File: config.mk
export PLATFORM = sky130hd
export DESIGN_NAME = updn_counter
export DESIGN_NICKNAME = d
export VERILOG_FILES = /design/src/rtl/updn_pkg.sv /design/src/rtl/updn_edge_sync.sv /design/src/rtl/updn_step_decode.sv /design/src/rtl/updn_core.sv /design/src/rtl/updn_flags.sv /design/src/rtl/updn_counter.sv
export SDC_FILE = /design/constraint.sdc
export NUM_CORES = 1
export LEC_CHECK = 0
export BUFFER_PORTS_ARGS = -buffer_cell sky130_fd_sc_hd__buf_4
export CAP_MARGIN = 0
export CORE_MARGIN = 3
export CORE_UTILIZATION = 42
export CTS_CLUSTER_DIAMETER = 120
export DETAILED_ROUTE_END_ITERATION = 8
export PLACE_DENSITY = 0.71
export SKIP_LAST_GASP = 1
export SLEW_MARGIN = 40
export SYNTH_ARGS = -nofsm -noshare
export SYNTH_HDL_FRONTEND = slang
export SYNTH_HIERARCHICAL = 1
export SYNTH_SLANG_ARGS = --single-unit
File: constraint.sdc
create_clock -name clk_i -period 4 [get_ports clk_i]
set_input_delay 0.2 -clock clk_i [delete_from_list [all_inputs] [get_ports clk_i]]
set_output_delay 0.2 -clock clk_i [all_outputs]
set_load 0.05 [all_outputs]
File: src/rtl/updn_pkg.sv
`timescale 1ns/1ps
package updn_pkg;
  typedef enum logic [1:0] {
    STEP_HOLD = 2'd0,
    STEP_INC  = 2'd1,
    STEP_DEC  = 2'd2
  } step_e;
endpackage

File: src/rtl/updn_edge_sync.sv
`timescale 1ns/1ps
module updn_edge_sync #(
  parameter int unsigned STAGES = 2
) (
  input  logic clk_i,
  input  logic rst_ni,
  input  logic line_i,
  output logic lvl_o,
  output logic prev_o
);
  logic [STAGES-1:0] sync_q;
  logic              prev_q;

  // Reset to the idle-high level so that leaving reset counts nothing
  always_ff @(posedge clk_i or negedge rst_ni) begin
    if (!rst_ni) begin
      sync_q <= '1;
      prev_q <= 1'b1;
    end else begin
      sync_q <= {sync_q[STAGES-2:0], line_i};
      prev_q <= sync_q[STAGES-1];
    end
  end

  assign lvl_o  = sync_q[STAGES-1];
  assign prev_o = prev_q;
endmodule

File: src/rtl/updn_step_decode.sv
`timescale 1ns/1ps
module updn_step_decode
  import updn_pkg::*;
(
  input  logic  up_lvl_i,
  input  logic  up_prev_i,
  input  logic  dn_lvl_i,
  input  logic  dn_prev_i,
  output step_e step_o
);
  logic up_rise, dn_rise, up_steady_hi, dn_steady_hi;

  assign up_rise      = up_lvl_i & ~up_prev_i;
  assign dn_rise      = dn_lvl_i & ~dn_prev_i;
  assign up_steady_hi = up_lvl_i & up_prev_i;
  assign dn_steady_hi = dn_lvl_i & dn_prev_i;

  always_comb begin
    step_o = STEP_HOLD;
    if (up_rise && dn_steady_hi)      step_o = STEP_INC;
    else if (dn_rise && up_steady_hi) step_o = STEP_DEC;
  end
endmodule

File: src/rtl/updn_core.sv
`timescale 1ns/1ps
module updn_core
  import updn_pkg::*;
#(
  parameter int unsigned WIDTH = 4
) (
  input  logic             clk_i,
  input  logic             rst_ni,
  input  logic             clr_i,
  input  logic             load_ni,
  input  logic [WIDTH-1:0] data_i,
  input  step_e            step_i,
  output logic [WIDTH-1:0] cnt_o,
  output logic [WIDTH-1:0] q_o
);
  localparam logic [WIDTH-1:0] ONE = WIDTH'(1);

  logic [WIDTH-1:0] cnt_q;

  always_ff @(posedge clk_i or negedge rst_ni) begin
    if (!rst_ni)       cnt_q <= '0;
    else if (clr_i)    cnt_q <= '0;
    else if (!load_ni) cnt_q <= data_i;
    else begin
      unique case (step_i)
        STEP_INC: cnt_q <= cnt_q + ONE;
        STEP_DEC: cnt_q <= cnt_q - ONE;
        default:  cnt_q <= cnt_q;
      endcase
    end
  end

  // Clear and preset reach the outputs without waiting for a clock edge
  always_comb begin
    if (clr_i)         q_o = '0;
    else if (!load_ni) q_o = data_i;
    else               q_o = cnt_q;
  end

  assign cnt_o = cnt_q;
endmodule

File: src/rtl/updn_flags.sv
`timescale 1ns/1ps
module updn_flags #(
  parameter int unsigned WIDTH = 4
) (
  input  logic [WIDTH-1:0] q_i,
  input  logic             up_i,
  input  logic             dn_i,
  output logic             carry_no,
  output logic             borrow_no
);
  localparam logic [WIDTH-1:0] TOP = '1;

  assign carry_no  = ~((q_i == TOP) & ~up_i);
  assign borrow_no = ~((q_i == '0) & ~dn_i);
endmodule

File: src/rtl/updn_counter.sv
`timescale 1ns/1ps
module updn_counter
  import updn_pkg::*;
#(
  parameter int unsigned WIDTH       = 4,
  parameter int unsigned SYNC_STAGES = 2
) (
  input  logic             clk_i,
  input  logic             rst_ni,
  input  logic             up_i,
  input  logic             dn_i,
  input  logic             load_ni,
  input  logic             clr_i,
  input  logic [WIDTH-1:0] data_i,
  output logic [WIDTH-1:0] q_o,
  output logic             carry_no,
  output logic             borrow_no
);
  localparam int unsigned NLINES = 2;

  logic [NLINES-1:0] line_raw, line_lvl, line_prev;
  logic [WIDTH-1:0]  cnt_q;
  step_e             step;

  assign line_raw = {dn_i, up_i};

  for (genvar g = 0; g < NLINES; g++) begin : g_line
    updn_edge_sync #(.STAGES(SYNC_STAGES)) i_sync (
      .clk_i  (clk_i),
      .rst_ni (rst_ni),
      .line_i (line_raw[g]),
      .lvl_o  (line_lvl[g]),
      .prev_o (line_prev[g])
    );
  end

  updn_step_decode i_decode (
    .up_lvl_i  (line_lvl[0]),
    .up_prev_i (line_prev[0]),
    .dn_lvl_i  (line_lvl[1]),
    .dn_prev_i (line_prev[1]),
    .step_o    (step)
  );

  updn_core #(.WIDTH(WIDTH)) i_core (
    .clk_i   (clk_i),
    .rst_ni  (rst_ni),
    .clr_i   (clr_i),
    .load_ni (load_ni),
    .data_i  (data_i),
    .step_i  (step),
    .cnt_o   (cnt_q),
    .q_o     (q_o)
  );

  // Flags gate on the raw lines so a chained stage sees the edge in the same sample
  updn_flags #(.WIDTH(WIDTH)) i_flags (
    .q_i       (q_o),
    .up_i      (up_i),
    .dn_i      (dn_i),
    .carry_no  (carry_no),
    .borrow_no (borrow_no)
  );
endmodule

==> impl_metrics.env, run 1 <==
export IMPL_outcome="completed"
export IMPL_die_area_mm2=0.001851
export IMPL_vias_per_cell=5.505
export IMPL_setup_viol=0
export IMPL_power_static_leakage_nw=0.3414
export IMPL_clk_pin_slew_worst_paths_ns=0.07
export IMPL_cts_max_level=1
export IMPL_crit_path_top_delay_cell="sky130_fd_sc_hd__dfstp_2"
export IMPL_number_of_max_cap_violations=0
export IMPL_via_count_of_the_first_global_routing_pass=474
export IMPL_dpl_hpwl_um=918.9
export IMPL_gp_routability_congestion=0.7947
export IMPL_routed_via_count=501
export IMPL_synth_most_common_cell="sky130_fd_sc_hd__nor2_1"
export IMPL_final_area_um2=734.5
export IMPL_synth_edff_count=0
export IMPL_hold_worst_slack_ns=0.04540
export IMPL_post_synth_top_area_cell="sky130_fd_sc_hd__dfstp_2"
export IMPL_start_kind="register"
export IMPL_cts_root_to_sink_buffers=2
export IMPL_period_share=0.5659
export IMPL_totalWireLength_um=1167
export IMPL_layout_min_cycle_time_ns=2.264
export IMPL_worst_path_max_fanout=5
export IMPL_io_pin_count=16
export IMPL_regToRegSetupSlack_ns=1.74
export IMPL_synthDominantCellAreaShare=0.2739
export IMPL_antenna_found_initial=0
export IMPL_nNetsFinal=91
export IMPL_clock_skew_ns=0.009877
export IMPL_synth_avg_cell_area_um2=9.755
export IMPL_netlist_top_cells_count="8 x sky130_fd_sc_hd__nor2_1, 6 x sky130_fd_sc_hd__dfstp_2, 5 x sky130_fd_sc_hd__nand2_1"
export IMPL_synthesized_netlist_net_count=72
export IMPL_grt_util_all_layers=0.1481
export IMPL_p_per_area_mw_per_mm2=328.2
export IMPL_synth_seq_area_share=0.4478
export IMPL_drive_above_1_share=0.3247
export IMPL_worst_path_largest_cell_delay_ns=0.53
export IMPL_synth_area_um2=575.6
export IMPL_min_delay_path_class="input pin to register"
export IMPL_cts_sinks=10
export IMPL_global_route_overflow_total=0
export IMPL_die_w_um=43.02
export IMPL_main_area_contributors_after_synthesis="sky130_fd_sc_hd__dfstp_2 27%, sky130_fd_sc_hd__dfrtp_1 17%, sky130_fd_sc_hd__mux2i_1 7.0%"
export IMPL_start_util=0.4792
export IMPL_ant_nets=0
export IMPL_worst_setup_path_type="register to register"
export IMPL_synth_async_sr_flop_share=1.000
export IMPL_clkLatencyLatePin_ns=0.27
export IMPL_yosysWarningCount=6
export IMPL_detail_route_wl_per_cell_um=12.82
export IMPL_worst_path_cell_chain="and4b_1 -> inv_1 -> ha_1 -> xor2_1 -> ha_1 -> a21oi_2 -> xor2_1 -> or3_1 -> a311oi_1"
export IMPL_maximum_resistive_drop_on_vdd_v=0.0001641
export IMPL_post_dp_cell_area_um2=698.2
export IMPL_grt_pass1_wl_um=1994
export IMPL_cts_buffers_inserted=3
export IMPL_cts_tree="built"
export IMPL_layout_setup_ws_ns=1.736
export IMPL_final_max_slew_violation_count=0
export IMPL_area_delta_synth_final_pct=27.61
export IMPL_initialDrtViolationCount=4
export IMPL_clock_root_buffer="sky130_fd_sc_hd__clkbuf_4"
export IMPL_cp_arrival_ns=2.44
export IMPL_firstDrtPassIters=4
export IMPL_synth_flop_cell="sky130_fd_sc_hd__dfstp_2"
export IMPL_finalSetupTns_ns=0
export IMPL_placementRows=12
export IMPL_numPortBuffers=15
export IMPL_pin_count_of_the_biggest_net_entering_global_routing=13
export IMPL_place_worst_setup_slack_ns=1.712
export IMPL_synth_cells=59
export IMPL_postCtsResizedCells=0
export IMPL_design_core_area_mm2=0.001201
export IMPL_number_of_hold_slack_violations_in_the_final_timing_report=0
export IMPL_synth_cell_type_count=25
export IMPL_yosys_register_bits=10
export IMPL_drc_errors=0
export IMPL_fmax_mhz=441.8
export IMPL_antenna_cells=0
export IMPL_fp_dieH_um=43.02
export IMPL_rsz_0062_raised_after_global_routing="false"
export IMPL_max_slew_margin=0.7871
export IMPL_worst_slew_pin_transition_ns=0.3159
export IMPL_critical_path_endpoint_type="register"
export IMPL_timing_critical_path_required_ns=4.18
export IMPL_finalPower_uw=241.1
-- sequential cells by signal (all words and copies together), names as in the netlist --
signal / count
g_line.i_sync/prev_o: 2
g_line.i_sync/sync_q: 4
i_core/cnt_o: 4
-- routing by layer --
layer	up-vias	track usage	share of wire
li1	246	-	-
met1	233	0.1911	0.45
met2	20	0.2126	0.47
met3	2	0.03390	0.055
met4	0	0.1084	0.019
met5	-	0	0
-- cell type report --
cell class	count	area, um^2
well taps	14	17.52
fillers	99	466.7
multi-input cells	46	306.5
repair buffers	16	122.6
inverters	1	3.754
clock buffers	4	26.28
flip-flops and latches	10	257.7
-- path summary, 6_finish.rpt --
path	start	to	cells after the start
worst max-delay path	g_line[0].i_sync/sync_q[1]	i_core/cnt_o[2]	9
worst min-delay path	dn_i	g_line[1].i_sync/sync_q[0]	1
worst max register to register	g_line[0].i_sync/sync_q[1]	i_core/cnt_o[2]	9
worst min register to register	g_line[0].i_sync/sync_q[1]	g_line[0].i_sync/prev_o	0
max in group asynchronous	rst_ni	g_line[0].i_sync/prev_o	2
min in group asynchronous	rst_ni	i_core/cnt_o[0]	2
-- cell usage in the layout, fill, tap and decap left out, types with 3 or more instances in the layout --
| cell | netlist | final |
|---|---|---|
| sky130_fd_sc_hd__buf_4 | 0 | 15 |
| sky130_fd_sc_hd__mux2i_1 | 4 | 4 |
| sky130_fd_sc_hd__ha_1 | 3 | 3 |
| sky130_fd_sc_hd__nor2b_1 | 3 | 3 |
| sky130_fd_sc_hd__dfrtp_1 | 4 | 4 |
| sky130_fd_sc_hd__dfstp_2 | 6 | 6 |
| sky130_fd_sc_hd__nand2_1 | 5 | 5 |
| sky130_fd_sc_hd__a21oi_1 | 3 | 3 |
| sky130_fd_sc_hd__nor2_1 | 8 | 8 |
| sky130_fd_sc_hd__clkbuf_4 | 0 | 3 |
-- metrics by stage --
step | std cells | util
3_5_place_dp | 86 | 0.5813
2_1_floorplan | 59 | -
5_1_grt | 91 | 0.6115
3_3_place_gp | 86 | 0.5813
4_1_cts | 91 | 0.6115
6_report | 91 | 0.6115
-- power by group --
group          internal (mW)  switching [mW]  total (mW)
Clock                 0.0385          0.0333      0.0718
Combinational         0.0222          0.0313      0.0535
Sequential             0.110         0.00603       0.116
Total                  0.170          0.0707       0.241
-- critical path: cells and delay by family, from the launching register on --
kind                       cells  cell delay (ns)
xor gates and xnor gates       2             0.27
and+or+nand+nor                2             0.50
adders and majority gates      2             0.46
DFF                            1             0.53
AOI/OAI and AO/OA              2             0.37
buffers and inverters          1             0.05
-- timing repair --
item | in CTS | in global routing
hold endpoints to repair | 10 | 0
endpoints found under the setup margin | 0 | 0
setup buffers | 0 | 0
hold buffers | 1 | 0
-- kinds of logic after synthesis --
| family | count (synthesis) | share of synthesized area |
|---|---|---|
| compound gates | 10 | 0.1174 |
| xor+xnor | 3 | 0.04566 |
| fa+ha+maj | 3 | 0.06522 |
| buf+inv | 3 | 0.01956 |
| flops | 10 | 0.4478 |
| mux | 4 | 0.06957 |
| simple gates | 26 | 0.2348 |
Power figures use the tool's default switching activity.
==> inputs of run 2 (changes only) <==
clock period = 2.2 ns   (was 4 ns; I/O delays follow)
==> impl_metrics.env, run 2 (synthesized netlist as in run 1, its figures left out) <==
export IMPL_outcome="completed"
export IMPL_numPortBuffers=15
export IMPL_io_pin_count=16
export IMPL_number_of_placed_cells_counting_well_taps=87
export IMPL_fp_dieH_um=43.02
export IMPL_antenna_found_initial=0
export IMPL_via_count_of_the_first_global_routing_pass=430
export IMPL_timing_critical_path_required_ns=2.37
export IMPL_clk_pin_slew_worst_paths_ns=0.06
export IMPL_area_delta_synth_final_pct=37.39
export IMPL_number_of_hold_slack_violations_in_the_final_timing_report=0
export IMPL_nNetsFinal=95
export IMPL_clock_root_buffer="sky130_fd_sc_hd__clkbuf_4"
export IMPL_placementRows=12
export IMPL_worst_slew_pin_transition_ns=0.2818
export IMPL_routed_via_count=518
export IMPL_p_per_area_mw_per_mm2=605.1
export IMPL_critical_path_endpoint_type="register"
export IMPL_grt_util_all_layers=0.1539
export IMPL_pin_count_of_the_biggest_net_entering_global_routing=13
export IMPL_cts_root_to_sink_buffers=2
export IMPL_die_area_mm2=0.001851
export IMPL_cts_max_level=1
export IMPL_clock_skew_ns=0.002908
export IMPL_start_util=0.4792
export IMPL_fmax_mhz=462.3
export IMPL_rsz_0062_raised_after_global_routing="true"
export IMPL_grt_pass1_wl_um=2007
export IMPL_vias_per_cell=5.453
export IMPL_firstDrtPassIters=4
export IMPL_maximum_resistive_drop_on_vdd_v=0.0003839
export IMPL_finalSetupTns_ns=0
export IMPL_whs_path_depth=2
export IMPL_cts_tree="built"
export IMPL_number_of_max_cap_violations=0
export IMPL_ant_nets=0
export IMPL_cp_arrival_ns=2.33
export IMPL_design_core_area_mm2=0.001201
export IMPL_antenna_cells=0
export IMPL_power_static_leakage_nw=0.3633
export IMPL_r2r_worst_path_cells=9
export IMPL_clkLatencyLatePin_ns=0.26
export IMPL_worst_setup_path_type="register to register"
export IMPL_totalWireLength_um=1279
export IMPL_setup_viol=0
export IMPL_period_share=0.9833
export IMPL_die_w_um=43.02
export IMPL_layout_cells_most_common="sky130_fd_sc_hd__buf_4"
export IMPL_cts_buffers_inserted=3
export IMPL_max_slew_margin=0.8101
export IMPL_commonest_cells_after_routing_fill_and_taps_aside="17 x sky130_fd_sc_hd__buf_4, 8 x sky130_fd_sc_hd__nor2_1, 6 x sky130_fd_sc_hd__dfstp_2, 5 x sky130_fd_sc_hd__nand2_1"
export IMPL_cts_sinks=10
export IMPL_layout_min_cycle_time_ns=2.163
export IMPL_drive_above_1_share=0.3827
export IMPL_drc_errors=0
export IMPL_min_delay_path_class="input pin to register"
export IMPL_start_kind="register"
export IMPL_global_route_overflow_total=0
export IMPL_final_cell_count_without_fillers=95
export IMPL_detail_route_wl_per_cell_um=13.46
export IMPL_gp_routability_congestion=0.7262
export IMPL_worst_path_max_fanout=3
export IMPL_initialDrtViolationCount=11
export IMPL_final_max_slew_violation_count=0
-- run 2: cell count changes in the layout (fill, tap and decap cells not counted) --
cell                            before  now
sky130_fd_sc_hd__a311oi_2            0    1
sky130_fd_sc_hd__ha_1                3    1
sky130_fd_sc_hd__clkbuf_1            1    0
sky130_fd_sc_hd__buf_4              15   17
sky130_fd_sc_hd__a311oi_1            1    0
sky130_fd_sc_hd__ha_2                0    2
sky130_fd_sc_hd__clkbuf_8            0    1
sky130_fd_sc_hd__dlygate4sd3_1       1    3
-- run 2: repair_timing --
action,in CTS,in global routing
hold endpoints to repair,12,0
hold buffers,3,0
resized for setup,1,2
buffers inserted,1,0
endpoints found under the setup margin,1,1
pin swaps,1,0
-- run 2: path summary, 6_finish.rpt --
path,from,endpoint,slack [ns]
max reg2reg,g_line[0].i_sync/sync_q[1],i_core/cnt_o[2],0.04
min reg2reg,g_line[1].i_sync/sync_q[0],g_line[1].i_sync/sync_q[1],0.36
min in group asynchronous,rst_ni,i_core/cnt_o[1],0.19
max in group asynchronous,rst_ni,g_line[0].i_sync/prev_o,1.79
min,clr_i,i_core/cnt_o[2],0.08
max,g_line[0].i_sync/sync_q[1],i_core/cnt_o[2],0.04
-- run 2: routing by layer --
layer	wire length, um	GRT usage	vias to the layer above
met1	554	0.1979	240
li1	-	-	256
met3	69	0.03390	5
met4	44	0.1265	0
met2	611	0.2156	17
met5	0	0	-
-- run 2: power by group --
group / switching [mW] / internal [mW] / leakage, nW
clock: 0.0621 / 0.100 / 0.0210
combinational: 0.0598 / 0.0452 / 0.227
sequential: 0.0115 / 0.199 / 0.115
total: 0.133 / 0.345 / 0.363
-- run 2: metrics by stage --
| stage | total power, mW | utilization | hold slack (ns) | instance area (um^2) | worst slack (ns) |
|---|---|---|---|---|---|
| after global placement | 0.3079 | 0.5875 | -0.05799 | 705.7 | 0.0009377 |
| after global routing | 0.5052 | 0.6583 | 0.07347 | 790.8 | -0.04003 |
| after detailed placement | 0.3113 | 0.5875 | -0.05554 | 705.7 | -0.08259 |
| after CTS | 0.4813 | 0.6510 | 0.07016 | 782.0 | 0.0002682 |
| after floorplan | 0.2734 | - | -0.1856 | 575.6 | 0.01845 |
| final | 0.4785 | 0.6583 | 0.07792 | 790.8 | 0.03668 |
-- run 2: cell type report --
class                      instances  area (um^2)
fill                             111        410.4
multi-input combinational         46        317.8
sequential                        10        257.7
timing repair buffer              20        157.7
clock buffer                       4        36.28
tap                               14        17.52
inverter                           1        3.754
-- run 2: worst max-delay path, stage by stage (launching register included) --
cell and delay (ns):
sky130_fd_sc_hd__dfstp_2 0.53, sky130_fd_sc_hd__and4b_1 0.19, sky130_fd_sc_hd__inv_1 0.05, sky130_fd_sc_hd__ha_2 0.19, sky130_fd_sc_hd__xor2_1 0.17, sky130_fd_sc_hd__ha_2 0.20, sky130_fd_sc_hd__a21oi_2 0.04, sky130_fd_sc_hd__xor2_1 0.16
sky130_fd_sc_hd__or3_1 0.33, sky130_fd_sc_hd__a311oi_2 0.21
